### src/rtl/flag_updater_pkg.sv
package flag_updater_pkg;
  parameter int unsigned WORD_W   = 64;
  parameter int unsigned NARROW_W = 32;

  typedef struct packed {
    logic lt;
    logic gt;
    logic eq;
    logic so;
  } cr_field_t;

  typedef struct packed {
    logic lt;
    logic gt;
    logic eq;
  } sign_cls_t;
endpackage

### src/rtl/flag_sign_class.sv
module flag_sign_class
  import flag_updater_pkg::*;
#(
  parameter int unsigned DATA_W = WORD_W,
  parameter int unsigned HALF_W = NARROW_W
) (
  input  logic [DATA_W-1:0] value,
  input  logic              wide,
  output sign_cls_t         cls
);
  localparam int unsigned HI_W = DATA_W - HALF_W;

  logic half_neg, half_zero, hi_zero, sel_neg, sel_zero;

  assign half_neg  = value[HALF_W-1];
  assign half_zero = (value[HALF_W-1:0] == '0);
  assign hi_zero   = (value[DATA_W-1:HALF_W] == {HI_W{1'b0}});

  always_comb begin
    if (wide) begin
      sel_neg  = value[DATA_W-1];
      sel_zero = half_zero && hi_zero;
    end else begin
      sel_neg  = half_neg;
      sel_zero = half_zero;
    end
    cls.lt = sel_neg;
    cls.eq = sel_zero;
    cls.gt = !sel_neg && !sel_zero;
  end

  always_comb begin
    assert ($countones({cls.lt, cls.gt, cls.eq}) == 1)
      else $error("AST_ONE_CLASS");
  end
endmodule

### src/rtl/flag_xer_regs.sv
module flag_xer_regs (
  input  logic clk,
  input  logic rst_n,
  input  logic upd,
  input  logic oe,
  input  logic ovf,
  input  logic ca_we,
  input  logic carry,
  output logic so_q,
  output logic ov_q,
  output logic ca_q,
  output logic so_next
);
  assign so_next = oe ? (so_q | ovf) : so_q;

  always_ff @(posedge clk) begin
    if (!rst_n) begin
      so_q <= 1'b0;
      ov_q <= 1'b0;
      ca_q <= 1'b0;
    end else if (upd) begin
      so_q <= so_next;
      if (oe)    ov_q <= ovf;
      if (ca_we) ca_q <= carry;
    end
  end

  AST_SO_STICKY: assert property (@(posedge clk) disable iff (!rst_n)
    so_q |=> so_q);
  AST_NO_OVERFLOW: assert property (@(posedge clk) disable iff (!rst_n)
    (upd && oe && !ovf) |=> !ov_q);
  AST_IDLE_HOLD: assert property (@(posedge clk) disable iff (!rst_n)
    !upd |=> ($stable(so_q) && $stable(ov_q) && $stable(ca_q)));
  AST_CA_KEEP: assert property (@(posedge clk) disable iff (!rst_n)
    (upd && !ca_we) |=> $stable(ca_q));
endmodule

### src/rtl/flag_cr0_reg.sv
module flag_cr0_reg
  import flag_updater_pkg::*;
(
  input  logic      clk,
  input  logic      rst_n,
  input  logic      upd,
  input  logic      rec,
  input  sign_cls_t cls,
  input  logic      so_bit,
  output cr_field_t field_q,
  output logic      we_q
);
  always_ff @(posedge clk) begin
    if (!rst_n) begin
      field_q <= '0;
      we_q    <= 1'b0;
    end else begin
      we_q <= upd && rec;
      if (upd && rec) field_q <= '{lt: cls.lt, gt: cls.gt, eq: cls.eq, so: so_bit};
    end
  end

  AST_WE_FOLLOWS: assert property (@(posedge clk) disable iff (!rst_n)
    (upd && rec) |=> we_q);
  AST_WE_QUIET: assert property (@(posedge clk) disable iff (!rst_n)
    !upd |=> !we_q);
  AST_FIELD_SHAPE: assert property (@(posedge clk) disable iff (!rst_n)
    we_q |-> ($countones({field_q.lt, field_q.gt, field_q.eq}) == 1));
endmodule

### src/rtl/flag_updater.sv
module flag_updater
  import flag_updater_pkg::*;
#(
  parameter int unsigned DATA_W = WORD_W,
  parameter int unsigned HALF_W = NARROW_W
) (
  input  logic              clk,
  input  logic              rst_n,
  input  logic              upd_valid,
  input  logic [DATA_W-1:0] result,
  input  logic              ovf_in,
  input  logic              carry_in,
  input  logic              rec_en,
  input  logic              ovf_en,
  input  logic              ca_wr,
  input  logic              so_is_ovf,
  input  logic              mode64,
  output logic [3:0]        cr0_val,
  output logic              cr0_we,
  output logic              xer_so,
  output logic              xer_ov,
  output logic              xer_ca
);
  sign_cls_t cls;
  cr_field_t field_q;
  logic      so_next, so_bit;

  flag_sign_class #(.DATA_W(DATA_W), .HALF_W(HALF_W)) u_cls (
    .value (result),
    .wide  (mode64),
    .cls   (cls)
  );

  flag_xer_regs u_xer (
    .clk     (clk),
    .rst_n   (rst_n),
    .upd     (upd_valid),
    .oe      (ovf_en),
    .ovf     (ovf_in),
    .ca_we   (ca_wr),
    .carry   (carry_in),
    .so_q    (xer_so),
    .ov_q    (xer_ov),
    .ca_q    (xer_ca),
    .so_next (so_next)
  );

  // the field sees the SO this same update produces, not the registered one
  assign so_bit = so_is_ovf ? ovf_in : so_next;

  flag_cr0_reg u_cr0 (
    .clk     (clk),
    .rst_n   (rst_n),
    .upd     (upd_valid),
    .rec     (rec_en),
    .cls     (cls),
    .so_bit  (so_bit),
    .field_q (field_q),
    .we_q    (cr0_we)
  );

  assign cr0_val = field_q;

  AST_FRESH_SO: assert property (@(posedge clk) disable iff (!rst_n)
    (upd_valid && rec_en && ovf_en && ovf_in && !so_is_ovf) |=> cr0_val[0]);
  AST_DIRECT_SO: assert property (@(posedge clk) disable iff (!rst_n)
    (upd_valid && rec_en && so_is_ovf) |=> (cr0_val[0] == $past(ovf_in)));
endmodule

### config.mk
export PLATFORM = sky130hd
export DESIGN_NAME = flag_updater
export DESIGN_NICKNAME = d
export VERILOG_FILES = /design/src/rtl/flag_updater_pkg.sv /design/src/rtl/flag_sign_class.sv /design/src/rtl/flag_xer_regs.sv /design/src/rtl/flag_cr0_reg.sv /design/src/rtl/flag_updater.sv
export SDC_FILE = /design/constraint.sdc
export NUM_CORES = 1
export LEC_CHECK = 0
export ABC_AREA = 1
export BUFFER_PORTS_ARGS = -buffer_cell sky130_fd_sc_hd__buf_4
export CORE_MARGIN = 2
export CORE_UTILIZATION = 26
export CTS_BUF_LIST = sky130_fd_sc_hd__clkbuf_4 sky130_fd_sc_hd__clkbuf_8
export DETAILED_ROUTE_END_ITERATION = 8
export GPL_ROUTABILITY_DRIVEN = 0
export PLACE_DENSITY = 0.82
export SYNTH_ARGS = -nofsm -noshare
export SYNTH_HDL_FRONTEND = slang
export SYNTH_SLANG_ARGS = --single-unit
### constraint.sdc
create_clock -name clk -period 0.8 [get_ports clk]
set_input_delay 0 -clock clk [delete_from_list [all_inputs] [get_ports clk]]
set_output_delay 0 -clock clk [all_outputs]
set_load 0.05 [all_outputs]
==> flow_metrics.env <==
export IMPL_start_util_pct=27.26
export IMPL_grt_usage_pct=15.83
export IMPL_multi_input_comb_area_um2=354.1
export IMPL_num_rows=16
export IMPL_num_fill_cells=182
export IMPL_die_x_um=49.12
export IMPL_design_area_um2=1210
export IMPL_wirelength_um=1796
export IMPL_via_count=894
export IMPL_slowest_delay_ns=0.33
export IMPL_hold_violations=0
export IMPL_clk_pin_slew_ns=0.05
export IMPL_finClkSkew_ns=0.001251
export IMPL_outcome="completed"
export IMPL_postSynthAreaPerCell_um2=5.571
export IMPL_seqCellArea_um2=168.9
export IMPL_clock_root_buffer="clkbuf_4"
export IMPL_critical_path_class="flop to primary output"
export IMPL_synth_seq_area_share_pct=30.26
export IMPL_netlist_instances=95
export IMPL_die_h_um=49.12
export IMPL_final_util_pct=62.31
export IMPL_clk_latency_ns=0.24
export IMPL_final_cell_mix="buf_4, nor2_1, nand2_1"
export IMPL_antenna_left=0
export IMPL_core_um2=1942
export IMPL_syn_to_final_growth_pct=128.6
export IMPL_path_max_fanout=2
export IMPL_yosys_area_share_adder_pct=0
export IMPL_max_slew_margin_pct=86.55
export IMPL_whs_ns=0.01904
export IMPL_synthXorXnorAreaFrac_pct=0
export IMPL_firstDrtPassIters=3
export IMPL_layout_commonest_cell="buf_4"
export IMPL_synth_area_um2=529.3
export IMPL_reg2reg_slack_ns=0.13
export IMPL_period_needed_ns=0.7547
export IMPL_antenna_found_initial=0
export IMPL_cts_tree="built"
export IMPL_cp_arrival_ns=0.75
export IMPL_p_comb_share_pct=40.5
export IMPL_seqPwrFrac_pct=36.2
export IMPL_grt_pass1_wl_um=3070
export IMPL_drc=0
export IMPL_cp_cell_sequence="buf_4"
export IMPL_placed_area_um2=1187
export IMPL_cap_viol_max_count=0
export IMPL_port_buffer_count=81
export IMPL_finalPower_mw=1.203
export IMPL_start_kind="flop"
export IMPL_power_density_nw_per_um2=994.7
export IMPL_cts_setup_buffers=0
export IMPL_ys_warn_count=0
export IMPL_cp_num_buf_inv=1
export IMPL_end_kind="primary output"
export IMPL_cp_required_ns=0.80
export IMPL_power_leakage_nw=0.6139
export IMPL_tightest_slew_ns=0.2013
export IMPL_syn_nets=169
export IMPL_ios=82
export IMPL_die_area_um2=2412
export IMPL_setup_viol=0
export IMPL_yosys_area_share_simple_pct=53.43
export IMPL_grt_pass1_vias=855
export IMPL_ir_drop_uv=488.9
export IMPL_drive_gt1_share_pct=53.33
export IMPL_critPathSlowestCell="dfxtp_2"
export IMPL_ys_seq_elements=8
export IMPL_synth_top_family_by_area="simple AND/OR/NAND/NOR gates"
export IMPL_wire_per_inst_um=8.676
export IMPL_p_switching_uw=314.6
export IMPL_hold_path_startpoint="rst_n"
export IMPL_muxShareOfSynthArea_pct=0
export IMPL_drt_iter0_markers=10
export IMPL_cts_resized=0
export IMPL_via_per_inst=4.319
export IMPL_reg2reg_from="u_xer.so_q"
export IMPL_p_sw_share_pct=26.14
export IMPL_clock_path_buffers=2
export IMPL_dpl_hpwl_um=1697
export IMPL_numCtsBuffers=3
export IMPL_drv_slew=0
export IMPL_p_clk_share_pct=23.3
export IMPL_rsz0062_at_grt="no"
export IMPL_dp_slack_ns=-0.08461
export IMPL_crit_start="u_cr0.field_q[3]"
export IMPL_cp_top_family="flip-flops"
export IMPL_internal_power_uw=888.9
export IMPL_antenna_cells=0
export IMPL_grt_max_degree=6
export IMPL_grt_overflow=0
export IMPL_synth_compound_area_share_pct=13.48
export IMPL_fmax_ghz=1.325
export IMPL_cts_sinks=8
export IMPL_fin_crit_sh_pct=94.33
export IMPL_setup_ws_ns=0.04533
export IMPL_nNetsFinal=256
export IMPL_min_path_type="input port to flop"
export IMPL_yosysUniqueCellTypes=13
export IMPL_cts_max_level=1
export IMPL_hold_buffers=0
-- kinds of logic (layout without fill, tap and decap cells) --
kind of cell           count (synthesis)  in the layout
flip-flops                             8              8
AO/OA/AOI/OAI                         12             12
AND/OR/NAND/NOR                       71             71
buffers and inverters                  4             89
-- worst register-to-register path: stages, from the launching register on --
cell and delay [ns]:
dfxtp_2 0.32, inv_1 0.05, nor2_1 0.08, nor2_1 0.04, a21oi_1 0.12
-- synthesized netlist by cell type --
cell      count  share of area [%]
nor2_1       43                 30
nand2_1      22                 16
dfxtp_1       8                 30
a21oi_1       5                4.7
inv_1         4                2.8
o21ai_0       4                3.8
nand3_1       2                1.9
nand4_1       2                2.4
a211oi_2      1                2.4
a21oi_2       1                1.7
nand2_2       1                1.2
nor3_2        1                1.9
o21ai_1       1               0.94
-- stage by stage --
| step | setup TNS (ns) | instances |
|---|---|---|
| floorplan | -0.06248 | 95 |
| global placement | -0.1233 | 204 |
| detailed placement | -0.1154 | 204 |
| CTS | 0 | 207 |
| global route | 0 | 207 |
| finish | 0 | 207 |
-- path summary, 6_finish.rpt --
check                      to  depth (start not counted)
min          u_cr0.field_q[0]                          3
max                cr0_val[3]                          1
max reg2reg  u_cr0.field_q[0]                          4
min reg2reg        u_xer.ca_q                          2
-- final cells by class --
| cell class | count | area share, % |
|---|---|---|
| Clock buffer | 3 | 1.861 |
| Inverter | 4 | 1.241 |
| Multi-Input combinational cell | 83 | 29.27 |
| Sequential cell | 8 | 13.96 |
| Tap cell | 27 | 2.792 |
| Timing Repair Buffer | 82 | 50.88 |
-- layer usage --
layer | vias up | global-route usage, % | part of all wire, %
met2 | 50 | 29.73 | 54
met3 | 2 | 2.454 | 9.1
met5 | - | 0 | 0
met1 | 369 | 16.54 | 36
met4 | 0 | 8.571 | 1.0
li1 | 473 | - | -
-- power by group through the flow --
stage | logic [mW] | clock network, mW | registers (mW)
floorplan | 0.0862 | 0 | 0.518
global placement | 0.483 | 0 | 0.443
detailed placement | 0.492 | 0 | 0.443
CTS | 0.493 | 0.299 | 0.435
global route | 0.532 | 0.316 | 0.438
finish | 0.487 | 0.281 | 0.435
-- sequential cells by signal (all words and copies together) (netlist names) --
name	count
u_cr0.field_q	4
u_cr0.we_q	1
u_xer.ca_q	1
u_xer.ov_q	1
u_xer.so_q	1
Power figures use the tool's default switching activity.
